<file path="src/rtl/page_rom_reader.sv">
module page_rom_reader #(
  parameter int AW = 24,
  parameter int DW = 32,
  parameter int LW = 4,
  parameter int RSEL_W = 4,
  parameter logic [RSEL_W-1:0] ROM_REGION = 4'h2
) (
  input  logic          clk,
  input  logic          rst_n,
  input  logic          cfg_page_en,
  input  logic [1:0]    cfg_burst_len,
  input  logic [1:0]    cfg_page_sz,
  input  logic [LW-1:0] cfg_first_len,
  input  logic [LW-1:0] cfg_other_len,
  input  logic          req_valid,
  output logic          req_ready,
  input  logic [AW-1:0] req_addr,
  input  logic [1:0]    req_size,
  output logic          rsp_valid,
  output logic [DW-1:0] rsp_data,
  output logic          rom_cs_n,
  output logic          aux_cs_n,
  output logic          rd_n,
  output logic [AW-1:0] bus_addr,
  input  logic [DW-1:0] bus_din
);

  logic          busy;
  logic          in_rom_q;
  logic          live;
  logic [LW-1:0] cnt;
  logic [AW-1:0] last_addr;
  logic [2:0]    last_bytes;

  wire       accept  = req_valid && !busy;
  wire       hit     = req_addr[AW-1 -: RSEL_W] == ROM_REGION;
  wire       pm_ok   = cfg_page_en && (cfg_burst_len != 2'b11);
  wire [2:0] obits   = 3'd6 - {1'b0, cfg_page_sz};
  wire       same_pg = (req_addr >> obits) == (last_addr >> obits);
  wire       seq     = req_addr == (last_addr + AW'(last_bytes));
  wire       short_ok = pm_ok && hit && live && same_pg && seq;

  wire [2:0] req_bytes = (req_size == 2'd0) ? 3'd1 :
                         (req_size == 2'd1) ? 3'd2 : 3'd4;

  wire [LW-1:0] len_sel = short_ok ? (LW'(cfg_burst_len) + LW'(1)) :
                          hit ? cfg_first_len : cfg_other_len;
  wire [LW-1:0] len_eff = (len_sel == '0) ? LW'(1) : len_sel;

  always_ff @(posedge clk or negedge rst_n) begin
    if (!rst_n) begin
      busy       <= 1'b0;
      in_rom_q   <= 1'b0;
      cnt        <= '0;
      rsp_valid  <= 1'b0;
      rsp_data   <= '0;
      bus_addr   <= '0;
      last_addr  <= '0;
      last_bytes <= '0;
    end else begin
      rsp_valid <= 1'b0;
      if (accept) begin
        busy       <= 1'b1;
        cnt        <= len_eff - LW'(1);
        bus_addr   <= req_addr;
        in_rom_q   <= hit;
        last_addr  <= req_addr;
        last_bytes <= req_bytes;
      end else if (busy) begin
        if (cnt == '0) begin
          busy      <= 1'b0;
          rsp_valid <= 1'b1;
          rsp_data  <= bus_din;
        end else begin
          cnt <= cnt - LW'(1);
        end
      end
    end
  end

  always_ff @(posedge clk or negedge rst_n) begin
    if (!rst_n)
      live <= 1'b0;
    else if (!cfg_page_en || (accept && !(hit && pm_ok)))
      live <= 1'b0;
    else if (accept)
      live <= 1'b1;
  end

  assign req_ready = !busy;
  assign rom_cs_n  = !((busy && in_rom_q) || live);
  assign aux_cs_n  = !(busy && !in_rom_q);
  assign rd_n      = !(busy || live);

endmodule


</file>
<file path="config.mk">
export PLATFORM = sky130hd
export DESIGN_NAME = page_rom_reader
export DESIGN_NICKNAME = d
export VERILOG_FILES = /design/src/rtl/page_rom_reader.sv
export SDC_FILE = /design/constraint.sdc
export NUM_CORES = 1
export LEC_CHECK = 0
export CAP_MARGIN = 15
export CELL_PAD_IN_SITES_DETAIL_PLACEMENT = 1
export CELL_PAD_IN_SITES_GLOBAL_PLACEMENT = 1
export CORE_ASPECT_RATIO = 1.2
export CORE_MARGIN = 2
export CORE_UTILIZATION = 35
export DETAILED_ROUTE_END_ITERATION = 10
export PLACE_DENSITY_LB_ADDON = 0.1
export SLEW_MARGIN = 20
export SYNTH_ARGS = -nofsm -noshare
export SYNTH_HDL_FRONTEND = slang
export SYNTH_SLANG_ARGS = --single-unit
</file>
<file path="constraint.sdc">
create_clock -name clk -period 4.6 [get_ports clk]
set_clock_uncertainty 0.1 [all_clocks]
set_input_delay 0.46 -clock clk [delete_from_list [all_inputs] [get_ports clk]]
set_output_delay 0.46 -clock clk [all_outputs]
set_load 0.02 [all_outputs]
</file>
==> results.json, run 1 <==
{
  "clkSinkCount": 67,
  "place_congestion": 0.868,
  "p_leak_nw": 2.35,
  "cp_data_arrival_time_ns": 4.50,
  "grt_pass1_wl_um": 19900,
  "yosysTopAreaCellShare_pct": 41.6,
  "ys_ff_latch": 67,
  "cts_buffers": 9,
  "finalPower_mw": 4.23,
  "dr.pass1.iters": 4,
  "grt_pass1_vias": 3917,
  "insertion_delay_ns": 0.34,
  "crit_path_max_fanout": 6,
  "diodes": 0,
  "rows": 42,
  "hold_start": "last_bytes[0]",
  "final_cell_mix": "133 x clkdlybuf4s50_1, 67 x dfrtp_1, 58 x mux2_2, 31 x nand2_1, 18 x xor2_1",
  "r2r-start": "last_addr[0]",
  "die_h_um": 122,
  "syn_area_mm2": 0.00403,
  "crit_path_end_kind": "flip-flop",
  "synthCells": 369,
  "rsz0062_at_grt": "no",
  "max_clock_freq_mhz": 230,
  "period_share_pct": 94.6,
  "dpl.hpwl_um": 9480,
  "portBuffers": 134,
  "cts_tree": "built",
  "synth_top_area_cell": "dfrtp_1",
  "period_minus_slack_ns": 4.35,
  "via_per_inst": 5.40,
  "ys_types": 60,
  "area_growth_pct": 46.5,
  "crit_buf_inv": 0,
  "hold_viol": 0,
  "worstHoldPathType": "flip-flop to flip-flop",
  "vdd_drop_max_mv": 0.341,
  "gr-usage-all-layers_pct": 20.7,
  "start_util_pct": 36.2,
  "drv_slew": 0,
  "cts_max_level": 3,
  "antenna_found_initial": 0,
  "wl_per_cell_um": 18.5,
  "seq_area_mm2": 0.00168,
  "holdPathStages": 2,
  "critPathTopFamily": "simple AND/OR/NAND/NOR gates",
  "synth_seq_area_share_pct": 41.6,
  "hold_end": "last_bytes[0]",
  "rr_worst_depth": 13,
  "r2r_end": "cnt[2]",
  "vias": 3606,
  "drc_errors": 0,
  "drive_above_1_share_pct": 18.7,
  "wirelength_um": 12300,
  "placeableCoreArea_mm2": 0.0111,
  "setup_viol_count_final": 0,
  "clk_path_buf_depth": 2,
  "nets": 590,
  "avgSynthCellArea_um2": 10.9,
  "cts_root_buf": "clkbuf_16",
  "power_density_mw_per_mm2": 715,
  "synth_edf_count": 0,
  "synth_flop_cell": "dfrtp_1",
  "tns_ns": 0,
  "crit_chain": "ha_1 -> fa_1 -> a21oi_4 -> o2111ai_1 -> a221o_1 -> or4_4 -> or4_1 -> mux2_2 -> mux2i_1 -> ha_1 -> nand2_1 -> a221o_1 -> o211ai_1",
  "placed_cells": 651,
  "r2r_slack_ns": 0.25,
  "ant_nets": 0,
  "fin_cells": 668,
  "yosysWarnings": 0,
  "final_common_cell": "clkdlybuf4s50_1",
  "crit_path_top_delay_cell": "or4_1",
  "async_flop_share_pct": 100,
  "nFillCells": 1243,
  "grt_max_degree": 49,
  "synth_fp_nets": 450,
  "die_w_um": 102,
  "drtIter0Drc": 150,
  "slew_headroom_pct": 32.9,
  "worst_pin_slew_ns": 1.00,
  "clk_pin_slew_ns": 0.06,
  "cp_slowest_stage_delay_ns": 0.62,
  "required_ns": 4.76,
  "grt-ovfl-total": 0,
  "status": "finished, final reports clean",
  "drv_cap": 0,
  "multi_input_area_mm2": 0.00228,
  "critPathLaunchType": "flip-flop",
  "path_class": "flip-flop to flip-flop",
  "synthTopCellsByArea": "dfrtp_1 42%, mux2_2 16%, xor2_1 3.9%",
  "dieArea_mm2": 0.0124,
  "io_pins": 135
}
-- cells in the mapped netlist (all sizes together), types with 3 or more instances --
cell type	instances
nand2b	6
and3	4
a221o	3
xnor2	19
ha	6
mux2	59
buf	4
o21ai	7
nor3	11
nor4	4
dfrtp	67
a211oi	5
nand2	31
a21oi	9
nor2	10
nor4b	3
xor2	18
and2	3
o211ai	6
inv	8
clkbuf	10
a22oi	4
o311ai	5
a31oi	5
o41ai	3
nand3	10
o2111ai	7
nand4	3
mux2i	6
and4	6
-- worst min-delay path, cell delays in order, from the launching register on --
cell	delay (ns)
dfrtp_1	0.35
nand2_1	0.05
o31ai_1	0.06
-- stage by stage --
stage / cell area, um^2 / setup slack (ns) / hold WS [ns] / utilization [%]
CTS: 5900 / 0.165 / 0.400 / 53.0
global route: 5910 / 0.0416 / 0.418 / 53.0
finish: 5910 / 0.250 / 0.399 / 53.0
floorplan: 4030 / 0.464 / 0.0644 / -
global placement: 5570 / 0.281 / 0.352 / 50.0
detailed placement: 5570 / 0.137 / 0.361 / 50.0
-- kinds of logic after synthesis --
group           synth area share (%)
xor+xnor                        8.41
compound gates                  13.2
simple gates                    14.4
flops                           41.6
buf+inv                         2.14
mux                             18.0
fa+ha+maj                       2.36
-- cell type report --
| cell class | count | share of cell area [%] |
|---|---|---|
| inverter | 8 | 0.508 |
| tap | 154 | 3.26 |
| multi-input combinational | 280 | 38.6 |
| clock buffer | 10 | 3.88 |
| sequential | 67 | 28.4 |
| timing repair buffer | 143 | 23.8 |
| clock inverter | 6 | 1.53 |
-- repair_timing --
| item | 4_1_cts | 5_1_grt |
|---|---|---|
| endpoints found under the setup margin | 0 | 1 |
| endpoints found under the hold margin | 5 | 0 |
| buffers inserted | 0 | 0 |
| resized for setup | 0 | 1 |
| hold buffers | 1 | 0 |
-- worst max-delay path by stage --
| stage | from | endpoint | slack [ns] | depth (start not counted) |
|---|---|---|---|---|
| after detailed placement | cfg_page_sz[0] | cnt[2] | 0.14 | 14 |
| after floorplan | last_addr[0] | cnt[2] | 0.46 | 14 |
| after CTS | last_addr[0] | cnt[2] | 0.17 | 13 |
| final | last_addr[0] | cnt[2] | 0.25 | 13 |
| after global placement | cfg_page_sz[0] | cnt[2] | 0.28 | 13 |
| after global routing | last_addr[0] | cnt[2] | 0.04 | 13 |
-- metal layers --
| layer | part of all wire [%] | global-route usage, % | routed length, um | vias up |
|---|---|---|---|---|
| met5 | 0 | 0 | 0 | - |
| met4 | 1.9 | 7.08 | 238 | 0 |
| met3 | 6.9 | 6.02 | 847 | 16 |
| met2 | 52 | 36.7 | 6420 | 110 |
| met1 | 39 | 23.4 | 4840 | 1813 |
| li1 | - | - | - | 1667 |
-- state kept, by name, indices dropped and copies added (netlist names) --
name	flops
rsp_valid	1
last_addr	24
last_bytes	3
cnt	4
busy	1
in_rom_q	1
live	1
rsp_data	32
-- where the power goes --
group	total, mW	switching (mW)	internal [mW]
Clock	0.754	0.278	0.476
Sequential	1.21	0.322	0.886
Combinational	2.27	1.14	1.13
No activity file was read; power rests on OpenSTA's default activity.
==> run 2, diff against run 1 <==
--- a/config.mk
+++ b/config.mk
@@ -5,14 +5,14 @@
 export SDC_FILE = /design/constraint.sdc
 export NUM_CORES = 1
 export LEC_CHECK = 0
-export CAP_MARGIN = 15
+export CAP_MARGIN = 25
 export CELL_PAD_IN_SITES_DETAIL_PLACEMENT = 1
 export CELL_PAD_IN_SITES_GLOBAL_PLACEMENT = 1
 export CORE_ASPECT_RATIO = 1.2
-export CORE_MARGIN = 2
 export CORE_UTILIZATION = 35
 export DETAILED_ROUTE_END_ITERATION = 10
 export PLACE_DENSITY_LB_ADDON = 0.1
+export REMOVE_ABC_BUFFERS = 1
 export SLEW_MARGIN = 20
 export SYNTH_ARGS = -nofsm -noshare
 export SYNTH_HDL_FRONTEND = slang
==> run 2 against run 1 <==
Effect of this change: fmax shrank 0.46%; core utilization is essentially flat; final cell count shrank 0.15%; register-to-register slack lost 0.02 ns; die area shrank 3.6%.
==> results.json, run 2 (synthesized netlist as in run 1, its figures left out) <==
{
  "rows": 42,
  "dr.pass1.iters": 4,
  "largestRegisters": "rsp_data (32), last_addr (24), cnt (4)",
  "tns_ns": 0,
  "grt_max_degree": 55,
  "hold_viol": 0,
  "via_per_inst": 5.35,
  "period_minus_slack_ns": 4.37,
  "diodes": 0,
  "ant_nets": 0,
  "clkSinkCount": 67,
  "drtIter0Drc": 115,
  "largest_register": "rsp_data",
  "vdd_drop_max_mv": 0.364,
  "cts_buffers": 9,
  "clk_path_buf_depth": 2,
  "dieArea_mm2": 0.0120,
  "cp_data_arrival_time_ns": 4.53,
  "crit_path_end_kind": "flip-flop",
  "portBuffers": 134,
  "grt-ovfl-total": 0,
  "drv_cap": 0,
  "vias": 3568,
  "met1_length_um": 4810,
  "gr-usage-all-layers_pct": 21.5,
  "insertion_delay_ns": 0.34,
  "wirelength_um": 12300,
  "cts_root_buf": "clkbuf_16",
  "io_pins": 135,
  "nets": 589,
  "worst_pin_slew_ns": 1.03,
  "die_h_um": 120,
  "antenna_found_initial": 0,
  "grt_pass1_wl_um": 19800,
  "place_congestion": 0.809,
  "rsz0062_at_grt": "no",
  "drive_above_1_share_pct": 18.7,
  "clk_pin_slew_ns": 0.06,
  "path_class": "flip-flop to flip-flop",
  "dpl.hpwl_um": 9390,
  "met2_length_um": 6220,
  "hold_start": "last_bytes[0]",
  "routed-wl-met3_um": 930,
  "slew_headroom_pct": 31.2,
  "p_leak_nw": 2.34,
  "largest_reg_flops": 32,
  "placeableCoreArea_mm2": 0.0111,
  "drc_errors": 0,
  "worstHoldPathType": "flip-flop to flip-flop",
  "die_w_um": 100,
  "crit_path_max_fanout": 12,
  "cts_tree": "built",
  "power_density_mw_per_mm2": 718,
  "fin_cells": 667,
  "setup_viol_count_final": 0,
  "wl_per_cell_um": 18.4,
  "final_cell_mix": "133 x clkdlybuf4s50_1, 67 x dfrtp_1, 58 x mux2_2, 31 x nand2_1, 18 x xor2_1",
  "status": "finished, final reports clean",
  "period_share_pct": 95.0,
  "routed.top_layer": "met4",
  "final_common_cell": "clkdlybuf4s50_1",
  "drv_slew": 0,
  "placed_cells": 650,
  "grt_pass1_vias": 3922,
  "cts_max_level": 3,
  "max_clock_freq_mhz": 229,
  "critPathLaunchType": "flip-flop",
  "start_util_pct": 36.2,
  "startpoint": "last_addr[2]",
  "required_ns": 4.76,
  "area_growth_pct": 46.4,
  "r2r-start": "last_addr[2]"
}
-- run 2: worst paths after layout --
| path | to | slack (ns) | depth (start not counted) |
|---|---|---|---|
| max in group asynchronous | cnt[1] | 2.89 | 3 |
| min reg2reg | last_bytes[0] | 0.39 | 2 |
| max reg2reg | cnt[2] | 0.23 | 13 |
| min | last_bytes[0] | 0.39 | 2 |
| max | cnt[2] | 0.23 | 13 |
| min in group asynchronous | last_addr[7] | 0.46 | 2 |
-- run 2: layout make-up --
cell class,instances,area [um^2]
Fill cell,1201,5240
Multi-Input combinational cell,280,2280
Timing Repair Buffer,142,1400
Sequential cell,67,1680
Clock buffer,9,225
Inverter,8,30.0
Tap cell,154,193
Clock inverter,7,98.8
-- run 2: power breakdown --
group	total, mW	internal [mW]	switching, mW
logic	2.28	1.13	1.14
clock network	0.763	0.478	0.284
registers	1.20	0.885	0.317
-- run 2: through the flow --
| step | total power [mW] | util, % | cell area, um^2 | hold WS [ns] | worst slack (ns) |
|---|---|---|---|---|---|
| floorplan | 2.49 | - | 3980 | 0.0644 | 0.445 |
| global placement | 3.42 | 49.9 | 5560 | 0.291 | 0.266 |
| detailed placement | 3.48 | 49.9 | 5560 | 0.299 | 0.0734 |
| CTS | 4.28 | 52.9 | 5900 | 0.397 | 0.179 |
| global route | 4.51 | 53.0 | 5900 | 0.410 | 0.00569 |
| finish | 4.24 | 53.0 | 5900 | 0.393 | 0.230 |
-- run 2: metal layers --
| metal | track usage [%] | vias to the layer above |
|---|---|---|
| met2 | 36.4 | 122 |
| met1 | 23.7 | 1755 |
| met4 | 10.9 | 0 |
| li1 | - | 1667 |
| met3 | 7.34 | 24 |
| met5 | 0 | - |
-- run 2: repair_timing --
item	CTS	global route
setup endpoints to repair	0	1
hold buffers	1	0
resized for setup	0	1
setup buffers	0	0
endpoints found under the hold margin	13	0
-- run 2: critical path, stage by stage (launching register included) --
cell	delay, ns
dfrtp_1	0.42
ha_1	0.47
o211a_1	0.22
and3_1	0.51
and4_1	0.27
o211ai_1	0.12
or4_4	0.47
or4_1	0.61
mux2_2	0.32
mux2i_1	0.14
ha_1	0.21
nand2_1	0.05
a221o_1	0.27
o211ai_1	0.09
==> run 3, diff against run 2 <==
--- a/config.mk
+++ b/config.mk
@@ -13,7 +13,7 @@
 export DETAILED_ROUTE_END_ITERATION = 10
 export PLACE_DENSITY_LB_ADDON = 0.1
 export REMOVE_ABC_BUFFERS = 1
-export SLEW_MARGIN = 20
+export SLEW_MARGIN = 40
 export SYNTH_ARGS = -nofsm -noshare
 export SYNTH_HDL_FRONTEND = slang
 export SYNTH_SLANG_ARGS = --single-unit
==> run 3 against run 2 <==
Effect of this change: total power down 1.4%; highest routed layer unchanged; sequential share of layout area about the same; clock power down 8.7%; cell area down 0.17%; largest power group unchanged; critical path depth unchanged; combinational power about the same; global-route usage unchanged; fmax up 0.64%; register-to-register slack better by 0.03 ns; wire length down 0.76%; sequential power about the same; via count down 0.67%.
==> results.json, run 3 (synthesized netlist as in run 1, its figures left out) <==
{
  "status": "finished, final reports clean",
  "largestRegisters": "rsp_data (32), last_addr (24), cnt (4)",
  "period_share_pct": 94.4,
  "crit_path_max_fanout": 6,
  "worstHoldPathType": "flip-flop to flip-flop",
  "crit_chain": "ha_1 -> fa_1 -> a21oi_4 -> o2111ai_1 -> a221o_1 -> or4_4 -> or4_1 -> mux2_2 -> mux2i_1 -> ha_1 -> nand2_1 -> a221o_1 -> o211ai_1",
  "clk_path_buf_depth": 2,
  "area_growth_pct": 46.2,
  "hold_viol": 0,
  "grt_pass1_wl_um": 20000,
  "cp_slowest_stage_delay_ns": 0.62,
  "die_h_um": 120,
  "die_w_um": 100,
  "insertion_delay_ns": 0.33,
  "vdd_drop_max_mv": 0.415,
  "nets": 589,
  "worst_pin_slew_ns": 0.707,
  "r2r-start": "last_addr[0]",
  "crit_path_end_kind": "flip-flop",
  "clk_pin_slew_ns": 0.06,
  "grt_pass1_vias": 3925,
  "fin_cells": 667,
  "post_cts_buffers": 0,
  "dieArea_mm2": 0.0120,
  "max_clock_freq_mhz": 230,
  "portBuffers": 134,
  "placed_cells": 650,
  "required_ns": 4.75,
  "power_switching_mw": 1.74,
  "switching_share_pct": 41.6,
  "p_leak_nw": 2.34,
  "period_minus_slack_ns": 4.34,
  "sequentialPowerShare_pct": 28.8,
  "cts_root_buf": "clkbuf_16",
  "fin_util_pct": 52.9,
  "clkSinkCount": 67,
  "clockPowerShare_pct": 16.7,
  "via_per_inst": 5.31,
  "gr-usage-all-layers_pct": 21.5,
  "final_common_cell": "clkdlybuf4s50_1",
  "dpl.hpwl_um": 9380,
  "largest_register": "rsp_data",
  "wirelength_um": 12200,
  "power_density_mw_per_mm2": 709,
  "rr_worst_depth": 13,
  "dr.pass1.iters": 4,
  "r2r_slack_ns": 0.26,
  "drv_cap": 0,
  "cts_buffers": 9,
  "cp-endpoint": "cnt[2]",
  "rsz0062_at_grt": "no",
  "start_util_pct": 36.2,
  "antenna_found_initial": 0,
  "io_pins": 135,
  "largest_reg_flops": 32,
  "cts_max_level": 3,
  "p_int_mw": 2.44,
  "ant_nets": 0,
  "drc_errors": 0,
  "grt-ovfl-total": 0,
  "drtIter0Drc": 94,
  "r2r_end": "cnt[2]",
  "cts_tree": "built",
  "critPathLaunchType": "flip-flop",
  "drive_above_1_share_pct": 19.1,
  "place_congestion": 0.809,
  "tns_ns": 0,
  "placeableCoreArea_mm2": 0.0111,
  "diodes": 0,
  "vias": 3544,
  "nFillCells": 1217,
  "final_cell_mix": "133 x clkdlybuf4s50_1, 67 x dfrtp_1, 58 x mux2_2, 30 x nand2_1, 18 x xor2_1",
  "grt_max_degree": 55,
  "combPwrFrac_pct": 54.5,
  "rows": 42,
  "wl_per_cell_um": 18.3,
  "drv_slew": 0,
  "crit_path_top_delay_cell": "or4_1",
  "cp_data_arrival_time_ns": 4.49,
  "path_class": "flip-flop to flip-flop",
  "setup_viol_count_final": 0,
  "slew_headroom_pct": 52.9,
  "startpoint": "last_addr[0]"
}
-- run 3: cell types whose count changed in the layout (fill, tap and decap cells not counted) --
cell       change
nor3_2         -1
nor4b_2        +1
nor3_4         +1
bufinv_16      -1
nand2_1        -1
nor4b_1        -1
clkinv_2       +1
nand2_2        +1
-- run 3: power by group through the flow --
stage                     clock, mW  combinational (mW)  sequential [mW]
final                         0.697                2.28             1.20
after global routing          0.743                2.45             1.26
after CTS                     0.721                2.29             1.21
after detailed placement          0                2.27             1.22
after global placement            0                2.23             1.19
after floorplan                   0                1.03             1.46
-- run 3: worst max-delay path, delay by kind of cell, from the launching register on --
family                   cells  cell delay (ns)
AO/OA/AOI/OAI                5             1.14
AND/OR/NAND/NOR              3             1.22
flip-flops                   1             0.41
adder cells (fa/ha/maj)      3             0.92
multiplexers                 2             0.46
-- run 3: cell type report --
cell class                      count  area (um^2)  share of cell area, %
Clock buffer                        9          225                   3.82
Clock inverter                      7         73.8                   1.25
Inverter                            8         30.0                  0.509
Multi-Input combinational cell    280         2300                   39.0
Sequential cell                    67         1680                   28.4
Tap cell                          154          193                   3.27
Timing Repair Buffer              142         1400                   23.7
-- run 3: what timing repair did --
action / CTS / global route
hold buffers: 1 / 0
setup endpoints to repair: 0 / 1
gates resized for setup: 0 / 1
endpoints found under the hold margin: 13 / 0
-- run 3: how the worst min path moves through the flow --
stage	from	endpoint	slack, ns	cells past startpoint
finish	last_bytes[0]	last_bytes[0]	0.39	2
detailed placement	rst_n	last_addr[7]	0.30	1
CTS	last_bytes[0]	last_bytes[0]	0.40	2
floorplan	rst_n	busy	0.06	0
global route	last_bytes[0]	last_bytes[0]	0.41	2
global placement	rst_n	last_addr[7]	0.29	1
-- run 3: stage by stage --
step	total power [mW]	instance area (um^2)	worst slack [ns]	hold WS [ns]
after floorplan	2.49	3980	0.445	0.0644
after global placement	3.42	5560	0.266	0.291
after detailed placement	3.49	5570	0.0937	0.295
after CTS	4.22	5880	0.205	0.396
after global routing	4.45	5890	0.0559	0.406
final	4.18	5890	0.258	0.389
-- run 3: metal layers --
metal | share of wire, % | up-vias | routed length (um) | GRT usage (%)
met3 | 6.8 | 14 | 835 | 6.41
met5 | 0 | - | 0 | 0
met2 | 51 | 99 | 6230 | 37.2
li1 | - | 1667 | - | -
met1 | 40 | 1764 | 4920 | 24.7
met4 | 1.8 | 0 | 221 | 8.42
